===== src/rtl/ecc_guard_pkg.sv =====
package ecc_guard_pkg;
   localparam int DATA_W = 64;
   localparam int CHK_W  = 8;

   // Column of data bit idx: weight-3 byte values ascending, then weight-5.
   function automatic logic [CHK_W-1:0] col_of(input int idx);
      int n;
      logic [CHK_W-1:0] r;
      n = 0;
      r = '0;
      for (int w = 3; w <= 5; w += 2) begin
         for (int v = 0; v < 256; v++) begin
            if ($countones(v[7:0]) == w) begin
               if (n == idx) r = v[7:0];
               n++;
            end
         end
      end
      return r;
   endfunction
endpackage


===== src/rtl/ecc_rng_match.sv =====
module ecc_rng_match #(
   parameter int ADDR_W  = 32,
   parameter int NUM_RNG = 3
) (
   input  logic                           ecc_en,
   input  logic [NUM_RNG-1:0]             rng_en,
   input  logic [NUM_RNG-1:0][ADDR_W-1:0] rng_lo,
   input  logic [NUM_RNG-1:0][ADDR_W-1:0] rng_hi,
   input  logic [ADDR_W-1:0]              addr,
   output logic                           prot
);
   logic [NUM_RNG-1:0] hit;

   for (genvar k = 0; k < NUM_RNG; k++) begin : g_win
      assign hit[k] = rng_en[k] && (addr >= rng_lo[k]) && (addr <= rng_hi[k]);
   end

   assign prot = ecc_en && (|hit);
endmodule


===== src/rtl/ecc_chk_gen.sv =====
module ecc_chk_gen
   import ecc_guard_pkg::*;
(
   input  logic [DATA_W-1:0] data,
   output logic [CHK_W-1:0]  chk
);
   logic [CHK_W-1:0][DATA_W-1:0] mask;

   for (genvar i = 0; i < DATA_W; i++) begin : g_col
      localparam logic [CHK_W-1:0] COL = col_of(i);
      for (genvar j = 0; j < CHK_W; j++) begin : g_row
         assign mask[j][i] = COL[j];
      end
   end

   for (genvar j = 0; j < CHK_W; j++) begin : g_par
      assign chk[j] = ^(data & mask[j]);
   end
endmodule


===== src/rtl/ecc_err_log.sv =====
module ecc_err_log #(
   parameter int ADDR_W = 32,
   parameter int CNT_W  = 8
) (
   input  logic              clk,
   input  logic              rst_n,
   input  logic              clr,
   input  logic              sbe_ev,
   input  logic              any_ev,
   input  logic [ADDR_W-1:0] ev_addr,
   output logic [CNT_W-1:0]  cnt,
   output logic              pend,
   output logic [ADDR_W-1:0] addr
);
   localparam logic [CNT_W-1:0] CNT_MAX = '1;

   logic [CNT_W-1:0] cnt_base;
   logic             pend_base;

   assign cnt_base  = clr ? '0 : cnt;
   assign pend_base = clr ? 1'b0 : pend;

   always_ff @(posedge clk or negedge rst_n) begin
      if (!rst_n) begin
         cnt  <= '0;
         pend <= 1'b0;
         addr <= '0;
      end else begin
         if (sbe_ev && cnt_base != CNT_MAX) cnt <= cnt_base + 1'b1;
         else                               cnt <= cnt_base;
         if (any_ev && !pend_base) begin
            pend <= 1'b1;
            addr <= ev_addr;
         end else begin
            pend <= pend_base;
         end
      end
   end


   sat_hold_chk: assert property (@(posedge clk) disable iff (!rst_n)
      (cnt == CNT_MAX && !clr) |=> (cnt == CNT_MAX));


   no_skip_chk: assert property (@(posedge clk) disable iff (!rst_n)
      !clr |=> (cnt == $past(cnt) || cnt == $past(cnt) + 1'b1));


   clr_restart_chk: assert property (@(posedge clk) disable iff (!rst_n)
      clr |=> (cnt <= 1));


   addr_hold_chk: assert property (@(posedge clk) disable iff (!rst_n)
      (pend && !clr) |=> (pend && $stable(addr)));
endmodule


===== src/rtl/ecc_range_guard.sv =====
module ecc_range_guard
   import ecc_guard_pkg::*;
#(
   parameter int ADDR_W  = 32,
   parameter int NUM_RNG = 3,
   parameter int CNT_W   = 8
) (
   input  logic                           clk,
   input  logic                           rst_n,
   input  logic                           ecc_en,
   input  logic [NUM_RNG-1:0]             rng_en,
   input  logic [NUM_RNG-1:0][ADDR_W-1:0] rng_lo,
   input  logic [NUM_RNG-1:0][ADDR_W-1:0] rng_hi,
   input  logic                           log_clr,
   input  logic [ADDR_W-1:0]              wr_addr,
   input  logic [DATA_W-1:0]              wr_data,
   output logic [CHK_W-1:0]               wr_chk,
   output logic                           wr_prot,
   input  logic                           rd_valid,
   input  logic [ADDR_W-1:0]              rd_addr,
   input  logic [DATA_W-1:0]              rd_data,
   input  logic [CHK_W-1:0]               rd_chk,
   output logic                           rsp_valid,
   output logic [DATA_W-1:0]              rsp_data,
   output logic                           rsp_sbe,
   output logic                           rsp_unc,
   output logic [CNT_W-1:0]               err_cnt,
   output logic                           err_pend,
   output logic [ADDR_W-1:0]              err_addr
);
   if (NUM_RNG < 1 || NUM_RNG > 8) begin : g_bad_rng
      $error("ecc_range_guard: NUM_RNG must lie in 1..8");
   end
   if (CNT_W < 2) begin : g_bad_cnt
      $error("ecc_range_guard: CNT_W must be at least 2");
   end
   if (ADDR_W < 4) begin : g_bad_addr
      $error("ecc_range_guard: ADDR_W must be at least 4");
   end

   // write side
   logic [CHK_W-1:0] wr_raw;

   ecc_rng_match #(.ADDR_W(ADDR_W), .NUM_RNG(NUM_RNG)) u_wr_match (
      .ecc_en(ecc_en), .rng_en(rng_en), .rng_lo(rng_lo), .rng_hi(rng_hi),
      .addr(wr_addr), .prot(wr_prot));

   ecc_chk_gen u_wr_gen (.data(wr_data), .chk(wr_raw));

   assign wr_chk = wr_prot ? wr_raw : '0;

   // read side
   logic              rd_prot;
   logic [CHK_W-1:0]  rd_calc;
   logic [CHK_W-1:0]  syn;
   logic [DATA_W-1:0] hit;
   logic              known;
   logic              sbe_c;
   logic              unc_c;
   logic [DATA_W-1:0] fixed;

   ecc_rng_match #(.ADDR_W(ADDR_W), .NUM_RNG(NUM_RNG)) u_rd_match (
      .ecc_en(ecc_en), .rng_en(rng_en), .rng_lo(rng_lo), .rng_hi(rng_hi),
      .addr(rd_addr), .prot(rd_prot));

   ecc_chk_gen u_rd_gen (.data(rd_data), .chk(rd_calc));

   assign syn = rd_calc ^ rd_chk;

   for (genvar i = 0; i < DATA_W; i++) begin : g_dec
      localparam logic [CHK_W-1:0] COL = col_of(i);
      assign hit[i] = rd_prot && (syn == COL);
   end

   assign known = (|hit) || $onehot(syn);
   assign sbe_c = rd_valid && rd_prot && (syn != '0) && known;
   assign unc_c = rd_valid && rd_prot && (syn != '0) && !known;
   assign fixed = rd_data ^ hit;

   always_ff @(posedge clk or negedge rst_n) begin
      if (!rst_n) begin
         rsp_valid <= 1'b0;
         rsp_data  <= '0;
         rsp_sbe   <= 1'b0;
         rsp_unc   <= 1'b0;
      end else begin
         rsp_valid <= rd_valid;
         rsp_sbe   <= sbe_c;
         rsp_unc   <= unc_c;
         if (rd_valid) rsp_data <= fixed;
      end
   end

   ecc_err_log #(.ADDR_W(ADDR_W), .CNT_W(CNT_W)) u_log (
      .clk(clk), .rst_n(rst_n), .clr(log_clr),
      .sbe_ev(sbe_c), .any_ev(sbe_c | unc_c),
      .ev_addr({rd_addr[ADDR_W-1:3], 3'b000}),
      .cnt(err_cnt), .pend(err_pend), .addr(err_addr));


   flag_excl_chk: assert property (@(posedge clk) disable iff (!rst_n)
      !(rsp_sbe && rsp_unc));


   flag_valid_chk: assert property (@(posedge clk) disable iff (!rst_n)
      (rsp_sbe || rsp_unc) |-> rsp_valid);


   passthru_chk: assert property (@(posedge clk) disable iff (!rst_n)
      (rd_valid && !rd_prot) |=> (rsp_data == $past(rd_data) && !rsp_sbe && !rsp_unc));


   capture_chk: assert property (@(posedge clk) disable iff (!rst_n)
      (rsp_sbe || rsp_unc) |-> err_pend);
endmodule


===== config.mk =====
export PLATFORM = sky130hd
export DESIGN_NAME = ecc_range_guard
export DESIGN_NICKNAME = d
export VERILOG_FILES = /design/src/rtl/ecc_guard_pkg.sv /design/src/rtl/ecc_rng_match.sv /design/src/rtl/ecc_chk_gen.sv /design/src/rtl/ecc_err_log.sv /design/src/rtl/ecc_range_guard.sv
export SDC_FILE = /design/constraint.sdc
export NUM_CORES = 1
export LEC_CHECK = 0
export ABC_AREA = 1
export BUFFER_PORTS_ARGS = -buffer_cell sky130_fd_sc_hd__buf_2
export CAP_MARGIN = 20
export CORE_UTILIZATION = 25
export DETAILED_ROUTE_END_ITERATION = 8
export HOLD_SLACK_MARGIN = 0.1
export SYNTH_ARGS = -nofsm -noshare
export SYNTH_HDL_FRONTEND = slang
export SYNTH_SLANG_ARGS = --single-unit

===== constraint.sdc =====
create_clock -name clk -period 3.73 [get_ports clk]
set_clock_uncertainty 0.15 [all_clocks]
set_input_delay 0.746 -clock clk [delete_from_list [all_inputs] [get_ports clk]]
set_output_delay 0.746 -clock clk [all_outputs]
set_load 0.01 [all_outputs]

* Word-level counts from Yosys, hierarchy flattened
Cells that the tools add are included.
Cells by class: $lt $le $gt $ge 12, equality and inequality tests 66, add/sub/neg operators 8, bitwise logic cells 3, mux-type cells 5, reduce and logical (&&, ||, !) cells 107
Operators by type and width (number):
- parity 64 bit | 16
- >= comparator 32 bit | 6
- <= comparator 32 bit | 6
- == test 8 bit, second input constant | 21
- == test 8 x 7 -> 1 bit, second input constant | 17
- == test 8 x 6 -> 1 bit, second input constant | 15
- logical AND 1 bit | 84
- OR reduction 64 bit | 1
- XOR 64 bit | 1
- == test 8 x 5 -> 1 bit, second input constant | 7
- == test 8 x 4 -> 1 bit, second input constant | 3
- 2-to-1 mux 8 bit | 3
- adder 1 x 1 -> 2 bit | 4
- adder 8 x 1 -> 8 bit, second input constant | 1
- == test 8 x 3 -> 1 bit, second input constant | 1
- != test 8 bit, second input constant | 1
- nonzero test 8 bit | 1
- XOR 8 bit | 1
- adder 2 x 2 -> 3 bit | 2
- OR reduction 3 bit | 2
- adder 3 x 3 -> 4 bit | 1
- == test 4 x 1 -> 1 bit, second input constant | 1
- logical NOT 1 bit | 2
- 2-to-1 mux 1 bit | 2
- 2 further kinds | 2
Word-level totals: input bits 400, bits in registers 105, logic and storage cells 208, output and inout bits 117

* Logic depth before layout (Yosys ltp)
Gate-level depths: netlist of run 1.
depth after elaboration 13, mapped depth 30, mapped depth without buffers 30

* Cells and area by module
A second synthesis of run 1 with hierarchy kept.
Unflattened totals: cell total of the unflattened synthesis 3629, area total of the unflattened synthesis 22202.5 µm²
By module, submodules not included:
- ecc_rng_match | instances 2, cells each 834, area an instance 5132.4 µm², seq. area each 0.0 µm²
- ecc_chk_gen | instances 2, cells each 599, area an instance 2766.4 µm², seq. area each 0.0 µm²
- ecc_range_guard | instances 1, cells each 615, area an instance 4471.8 µm², seq. area each 1676.6 µm²
- ecc_err_log | instances 1, cells each 148, area an instance 1933.1 µm², seq. area each 1026.0 µm²

* Worst setup path after synthesis of run 1
OpenSTA, ideal clock, no wires.
path type input port to flip-flop, start input rd_data[1], end register u_log.cnt[5], required time 3.514 ns, stages 22, slack -1.375 ns, library setup time 0.066 ns, path buffers 0, arrival time 4.889 ns, path through xnor2_1 -> xor2_1 -> xor2_1 -> xor2_1 -> xor2_1 -> xor2_1 -> fa_1 -> fa_1 -> fa_1 -> ha_1 -> fa_1 -> nand3_1 -> o21ai_0 -> nand3b_1 -> nand4_1 -> nor2_1 -> nand2_1 -> nor2_2 -> nand2_4 -> nand3_4 -> nand2_1 -> nand2_1
Between the ends: word-level cells in the longest chain between the ends 10, elaborated cells on any way between the ends 144, classes of those cells add/sub (4); eq/ne (65); mux (1); bitwise (1); reduce/logical (73)
RTL lines:
- start, declared | RTL line ecc_range_guard.sv:21 | input logic [DATA_W-1:0] rd_data,
- parity 64 bit | RTL line ecc_chk_gen.sv:17 | assign chk[j] = ^(data & mask[j]);
- XOR 8 bit * | RTL line ecc_range_guard.sv:68 | assign syn = rd_calc ^ rd_chk;
- adder 1 x 1 -> 2 bit (not written as such) | RTL line ecc_range_guard.sv:75 | assign known = (|hit) || $onehot(syn);
- adder 2 x 2 -> 3 bit (not written as such) | RTL line ecc_range_guard.sv:75
- adder 3 x 3 -> 4 bit (not written as such) | RTL line ecc_range_guard.sv:75
- == test 4 x 1 -> 1 bit | RTL line ecc_range_guard.sv:75
- logical OR 1 bit | RTL line ecc_range_guard.sv:75
- logical AND 1 bit * | RTL line ecc_range_guard.sv:76 | assign sbe_c = rd_valid && rd_prot && (syn != '0) && known;
- logical AND 1 bit * | RTL line ecc_err_log.sv:29 | if (sbe_ev && cnt_base != CNT_MAX) cnt <= cnt_base + 1'b1;
- 2-to-1 mux 8 bit * | RTL line ecc_err_log.sv:29
- end signal, assigned | RTL line ecc_err_log.sv:29
- end signal, assigned | RTL line ecc_err_log.sv:30 | else cnt <= cnt_base;
- end, declared | RTL line ecc_err_log.sv:11 | output logic [CNT_W-1:0] cnt,
Mark *: on every way between the ends. The rest lies on a longest branch, timed or not. A chain may end at the register's enable or synchronous reset.

* Worst setup path in the final report of run 1
start input rd_data[1], end register u_log.cnt[4]
The elaborated chain is that of the path after synthesis.

==> results of run 1 <==
## repair_timing
action / CTS / global route
hold endpoints to repair: 0 / 0
setup buffers: 20 / 17
pin swaps: 24 / 53
gates resized for setup: 107 / 161
endpoints found under the setup margin: 49 / 102
cloned: 5 / 2
## cell families (layout without fill, tap and decap cells)
logic type / Yosys count / count (layout) / synth area share
fa+ha+maj: 396 / 396 / 0.255
xor+xnor: 315 / 315 / 0.143
simple gates: 1211 / 1212 / 0.269
other cells: 1 / 8 / 0.000192
compound gates: 325 / 325 / 0.0916
flops: 105 / 105 / 0.135
buf+inv: 428 / 1508 / 0.0883
mux: 29 / 29 / 0.0186
## where the power goes
group          internal [mW]  switching (mW)  leakage (nW)  total [mW]
logic                   2.93            3.58          14.8        6.51
clock network          0.472           0.590         0.138        1.06
registers               1.34           0.123          1.29        1.47
total                   4.74            4.30          16.2        9.04
## worst max-delay path: cells and delay by family
kind / cells / cell delay, ps
adders and majority gates: 5 / 2110
xor gates and xnor gates: 6 / 1300
and+or+nand+nor: 9 / 800
buffers and inverters: 2 / 270
## final cells by class
class                      instances  area share
antenna                            5    0.000427
clock buffer                      10     0.00781
clock inverter                     6     0.00209
inverter                         384      0.0506
multi-input combinational       2280       0.550
sequential                       105      0.0896
tap                             1040      0.0444
timing repair buffer            1107       0.254
timing repair inverter             1    0.000299
## worst paths after layout
path / slack, ps / endpoint / cells past startpoint / start
setup / recovery: -1300 / u_log.cnt[4] / 22 / rd_data[1]
hold / removal: 260 / u_log.addr[20] / 1 / rst_n
setup reg to reg: 1460 / u_log.cnt[4] / 11 / u_log.cnt[0]
hold reg to reg: 340 / rsp_data[34] / 2 / rsp_data[34]
max in group asynchronous: 2380 / u_log.addr[8] / 2 / rst_n
min in group clk: 340 / rsp_data[34] / 2 / rsp_data[34]
## layout by cell type, fill, tap and decap left out, types with 10 or more instances in the layout
cell type | Yosys | final
a21oi_1 | 167 | 154
buf_4 | 14 | 572
ha_1 | 392 | 366
ha_4 | 0 | 24
xnor2_1 | 128 | 125
nand3_1 | 113 | 101
nand2_1 | 790 | 775
nor2_4 | 4 | 14
o21ai_0 | 101 | 90
xor2_1 | 185 | 182
o21a_1 | 12 | 12
mux2_2 | 19 | 11
mux2_4 | 10 | 18
buf_6 | 2 | 26
nand3_2 | 13 | 22
nand2_4 | 9 | 11
nand2_2 | 23 | 35
nand4_1 | 50 | 50
buf_12 | 1 | 13
inv_2 | 23 | 33
clkbuf_16 | 0 | 10
nor2_2 | 10 | 28
inv_1 | 356 | 341
buf_2 | 9 | 487
nor2_1 | 155 | 127
dfrtp_1 | 105 | 105
nor3_1 | 24 | 16
## metal layers
metal	vias to the layer above	routed length (um)
met1	9976	35700
met5	-	21
met3	117	4200
met4	4	2740
met2	535	38800
li1	11288	-
## metrics by stage
stage	hold WS (ps)	area [um2]	std cells
2_1_floorplan	300	19600	2812
3_3_place_gp	313	27600	4890
3_5_place_dp	311	27600	4890
4_1_cts	283	28500	4918
5_1_grt	311	29300	4936
6_report	263	29300	4938
## sequential cells by signal (all words and copies together) (netlist names)
name and cells:
u_log.addr 29, u_log.cnt 8, rsp_sbe 1, rsp_data 64, rsp_unc 1, u_log.pend 1, rsp_valid 1
==> impl_metrics.py, run 1 <==
metrics = {
    "global_routing": {
        "top_usage_layer": "met2",
        "globalRouteOverflowTotal": 0,
        "antenna_found_initial": 9,
        "grt_max_degree": 51,
        "grt_pass1_wl_um": 120000,
        "grt_use_met3": 0.0308,
        "use_met1": 0.246,
        "globalRouteMet2Util": 0.351,
        "grt_pass1_vias": 21309,
        "grtUsageTotal": 0.199,
    },
    "place": {
        "portBuffers": 513,
        "place_ws_ps": -1880,
        "place_hpwl_um": 70300,
        "place_congestion": 0.954,
    },
    "timing": {
        "post-route-period-util": 1.35,
        "period_needed_ps": 5030,
        "setup_ws_ps": -1300,
        "hold_viol": 0,
        "max_freq_ghz": 0.199,
        "setup_violations": 19,
        "rsz0062_at_grt": "yes",
        "fin_tns_setup_ps": -15660,
        "slew_headroom": 0.443,
        "worstMarginPinSlew_ps": 836,
        "drv_slew": 0,
    },
    "layout": {
        "fill_cells": 8155,
        "nets": 4684,
        "drive_above_1_share": 0.358,
        "multi_input_area_um2": 16100,
        "regArea_um2": 2630,
        "final_util": 0.379,
        "areaGrowthSynthToFinish_pct": 50.1,
    },
    "clock_network": {
        "path_clk_slew_ps": 90,
        "cts_buffer_depth": 2,
        "cts.sinks": 105,
        "worst_skew_pair.late_latency_ps": 400,
        "cts_tree": "done",
        "cts_hold_buf": 0,
        "htreeDepth": 3,
        "root_buffer": "clkbuf_16",
        "cts_buffers": 9,
    },
    "yosys": {
        "syn_avg_cell_area_um2": 6.95,
        "synth_cells": 2810,
        "synth_warnings": 0,
        "yosysTopAreaCellShare": 0.251,
        "ys_types": 59,
        "synth_flop_cell": "dfrtp_1",
        "synthTopCellsByArea": "ha_1 (25%), nand2_1 (15%), dfrtp_1 (13%), xor2_1 (8.3%), inv_1 (6.8%)",
        "synth-seq-area-share": 0.135,
        "synth_area_um2": 19500,
        "synth_edf_count": 0,
        "synthArstFlopShare": 1.00,
        "yosysMostFrequentCell": "nand2_1",
        "synthTopCellsByCount": "nand2_1 (790), ha_1 (392), inv_1 (356)",
        "synth_seq_cells": 105,
        "synth_top_cell_by_area": "ha_1",
    },
    "worst_setup_path": {
        "crit_chain": "buf_8 -> xnor2_4 -> xor2_1 -> xor2_1 -> xor2_1 -> xor2_2 -> xor2_1 -> fa_1 -> fa_1 -> fa_1 -> ha_2 -> fa_2 -> nand3b_1 -> nand4_1 -> nor2_1 -> nand2_1 -> nor2_2 -> buf_6 -> nand2_8 -> nand3_4 -> nand2_1 -> nand2_1",
        "start_kind": "primary input",
        "crit_path_end_kind": "flop",
        "crit_required_ps": 3910,
        "critPathArrivalTime_ps": 5220,
        "path_max_fanout": 8,
        "cpMostUsedCell": "xor2_1",
        "crit_path_max_incr_delay_ps": 520,
        "cp_slowest_cell": "fa_1",
        "timing_worst_setup_path_type": "primary input to flop",
    },
    "route": {
        "vias": 21920,
        "first_pass_iters": 6,
        "drcViolationCount": 0,
        "drtIter0Drc": 941,
        "ant_nets": 0,
        "via_per_inst": 4.44,
        "avgRoutedWirePerCell_um": 16.5,
        "drt_wl_total_um": 81500,
    },
    "status": {
        "violations": "negative setup slack",
        "status": "complete, but fails checks",
    },
    "die": {
        "fp.coreArea_um2": 77300,
        "io_pins": 517,
        "row_count": 102,
        "die_w_um": 282,
        "die-area_um2": 79300,
        "start_util": 0.253,
        "die_y_um": 282,
    },
    "power": {
        "leakagePower_nw": 16.2,
        "powerDensity_nw_per_um2": 308,
        "p_total_mw": 9.04,
        "ir_drop_v": 0.000467,
    },
    "run": {
        "drv_cap": 0,
    },
    "min_path": {
        "hp-class": "primary input to async pin",
    },
}
(Power assumes the default switching activity.)
==> run 2: changes to the inputs <==
--- a/config.mk
+++ b/config.mk
@@ -8,9 +8,10 @@
 export ABC_AREA = 1
 export BUFFER_PORTS_ARGS = -buffer_cell sky130_fd_sc_hd__buf_2
 export CAP_MARGIN = 20
-export CORE_UTILIZATION = 25
+export CORE_UTILIZATION = 45
 export DETAILED_ROUTE_END_ITERATION = 8
 export HOLD_SLACK_MARGIN = 0.1
+export PLACE_DENSITY = 0.7
 export SYNTH_ARGS = -nofsm -noshare
 export SYNTH_HDL_FRONTEND = slang
 export SYNTH_SLANG_ARGS = --single-unit
==> run 2 against run 1 <==
Against the previous run:
- routed wire length shrank 10%
- non-clock buffer count is 75 lower
- utilization grew 27 points
- critical path type unchanged
- maximum frequency decreased by 1.1%
- register-to-register slack is essentially flat
- the run still ends with negative setup slack left
- combinational power fell by 3.4%
- critical path depth down 1
- sequential cell count unchanged
- largest power group unchanged
- worst setup slack got worse by 55 ps
- via count rose by 1.2%
- largest cell class unchanged
- final cell count decreased by 11%
==> impl_metrics.py, run 2 (synthesized netlist as in run 1, its figures left out) <==
metrics = {
    "route": {
        "drcViolationCount": 0,
        "drtIter0Drc": 1245,
        "via_per_inst": 5.04,
        "drt_wl_total_um": 73000,
        "avgRoutedWirePerCell_um": 16.6,
        "ant_nets": 0,
        "vias": 22193,
        "first_pass_iters": 7,
    },
    "power": {
        "p_total_mw": 8.80,
        "switching_share": 0.473,
        "p_switching_mw": 4.16,
        "clockPowerShare": 0.119,
        "combPwrFrac": 0.715,
        "leakagePower_nw": 15.7,
        "powerDensity_nw_per_um2": 320,
        "power.internal_mw": 4.64,
        "ir_drop_v": 0.000380,
        "p_seq_frac": 0.166,
    },
    "place": {
        "place_ws_ps": -1810,
        "place_inst": 4370,
        "portBuffers": 513,
        "place_hpwl_um": 61600,
        "place_congestion": 0.992,
    },
    "global_routing": {
        "antenna_found_initial": 14,
        "grt_max_degree": 106,
        "grt_pass1_wl_um": 111000,
        "globalRouteOverflowTotal": 0,
        "grt_pass1_vias": 21420,
        "grtUsageTotal": 0.325,
    },
    "layout": {
        "largest_register_ffs": 64,
        "areaGrowthSynthToFinish_pct": 40.8,
        "final_common_cell": "nand2_1",
        "top_regs": "rsp_data x64, u_log.addr x29, u_log.cnt x8",
        "nets": 4608,
        "final_util": 0.648,
        "final_cell_mix": "nand2_1 (784), buf_2 (504), buf_4 (504), ha_1 (381), inv_1 (350)",
        "finalNonFillerCells": 4402,
        "drive_above_1_share": 0.328,
        "max_flop_register": "rsp_data",
    },
    "die": {
        "io_pins": 517,
        "start_util": 0.461,
        "die_w_um": 210,
        "die-area_um2": 44200,
        "row_count": 75,
        "fp.coreArea_um2": 42400,
        "die_y_um": 210,
    },
    "worst_setup_path": {
        "r2r_setup_slack_ps": 1450,
        "start_kind": "primary input",
        "ff2ff_path_depth": 11,
        "r2r-start": "u_log.cnt[0]",
        "crit_path_end_kind": "flop",
        "timing_worst_setup_path_type": "primary input to flop",
        "endpoint": "u_log.cnt[1]",
        "reg2reg_to": "u_log.cnt[0]",
        "crit_required_ps": 3880,
        "critPathArrivalTime_ps": 5230,
        "startpoint": "rd_data[1]",
        "path_max_fanout": 5,
    },
    "timing": {
        "rsz0062_at_grt": "yes",
        "whs_ps": 270,
        "worstMarginPinSlew_ps": 674,
        "hold_viol": 0,
        "post-route-period-util": 1.36,
        "slew_headroom": 0.550,
        "period_needed_ps": 5090,
        "max_freq_ghz": 0.197,
        "setup_ws_ps": -1360,
        "drv_slew": 0,
        "setup_violations": 19,
    },
    "run": {
        "drv_cap": 0,
    },
    "clock_network": {
        "cts_tree": "done",
        "htreeDepth": 3,
        "cts.sinks": 105,
        "cts_buffers": 9,
        "cts_buffer_depth": 2,
        "root_buffer": "clkbuf_16",
        "path_clk_slew_ps": 90,
        "worst_skew_pair.late_latency_ps": 400,
    },
    "min_path": {
        "hp-class": "primary input to async pin",
    },
    "status": {
        "status": "complete, but fails checks",
        "violations": "negative setup slack",
    },
}
run 2: cell types whose count changed in the layout (fill, tap and decap cells not counted), sizes merged:
cell	before	now
buf	1105	1030
clkinvlp	1	0
clkbuf	12	13
diode	5	8
clkinv	6	5
run 2: layer usage:
layer	share of wire	vias up	GRT usage
met5	0.00071	-	0
met4	0.049	10	0.144
met2	0.47	772	0.565
met3	0.066	177	0.0496
li1	-	11148	-
met1	0.42	10086	0.394
run 2: power groups by stage:
stage / sequential (mW) / combinational (mW) / clock [mW]
5_1_grt: 1.48 / 6.94 / 1.10
6_report: 1.46 / 6.29 / 1.05
2_1_floorplan: 1.56 / 3.31 / 0
4_1_cts: 1.46 / 5.90 / 1.07
3_5_place_dp: 1.48 / 5.50 / 0
3_3_place_gp: 1.47 / 5.39 / 0
run 2: critical path, stage by stage:
cell and delay (ps):
buf_8 100, xnor2_4 190, xor2_1 190, xor2_1 190, xor2_1 220, xor2_1 300, xor2_1 250, fa_1 470
fa_1 510, fa_1 420, ha_2 200, fa_2 510, nand3b_1 90, nand4_1 90, nor2_1 100, nand2_1 100
nor2_4 210, buf_6 140, nand2_4 60, nand4_1 90, nand2_1 60
run 2: per-stage QoR:
step	cell area [um2]	setup TNS [ps]
detailed placement	26500	-36910
finish	27500	-16160
global placement	26500	-34960
CTS	27200	-15460
global route	27500	-19500
floorplan	19600	-11790
run 2: worst min path at each step:
stage	cells past startpoint	slack, ps	from	end
final	2	270	rst_n	u_log.addr[27]
after global routing	2	320	rst_n	u_log.addr[27]
after CTS	2	290	rst_n	u_log.addr[27]
after detailed placement	2	320	rsp_data[31]	rsp_data[31]
after global placement	2	310	rsp_data[32]	rsp_data[32]
after floorplan	0	300	rst_n	rsp_data[0]
run 2: cell type report:
| cell class | count | area (um2) |
|---|---|---|
| Sequential cell | 105 | 2630 |
| Inverter | 384 | 1460 |
| Fill cell | 3801 | 14900 |
| Timing Repair Buffer | 1032 | 6670 |
| Tap cell | 577 | 722 |
| Multi-Input combinational cell | 2280 | 15700 |
| Clock buffer | 11 | 243 |
| Clock inverter | 5 | 47.5 |
| Antenna cell | 8 | 20.0 |
run 2: what timing repair did:
action	4_1_cts	5_1_grt
cloned	2	3
gates resized for setup	79	57
setup endpoints to repair	19	98
hold buffers	0	0
setup buffers	5	3
pin swaps	31	29
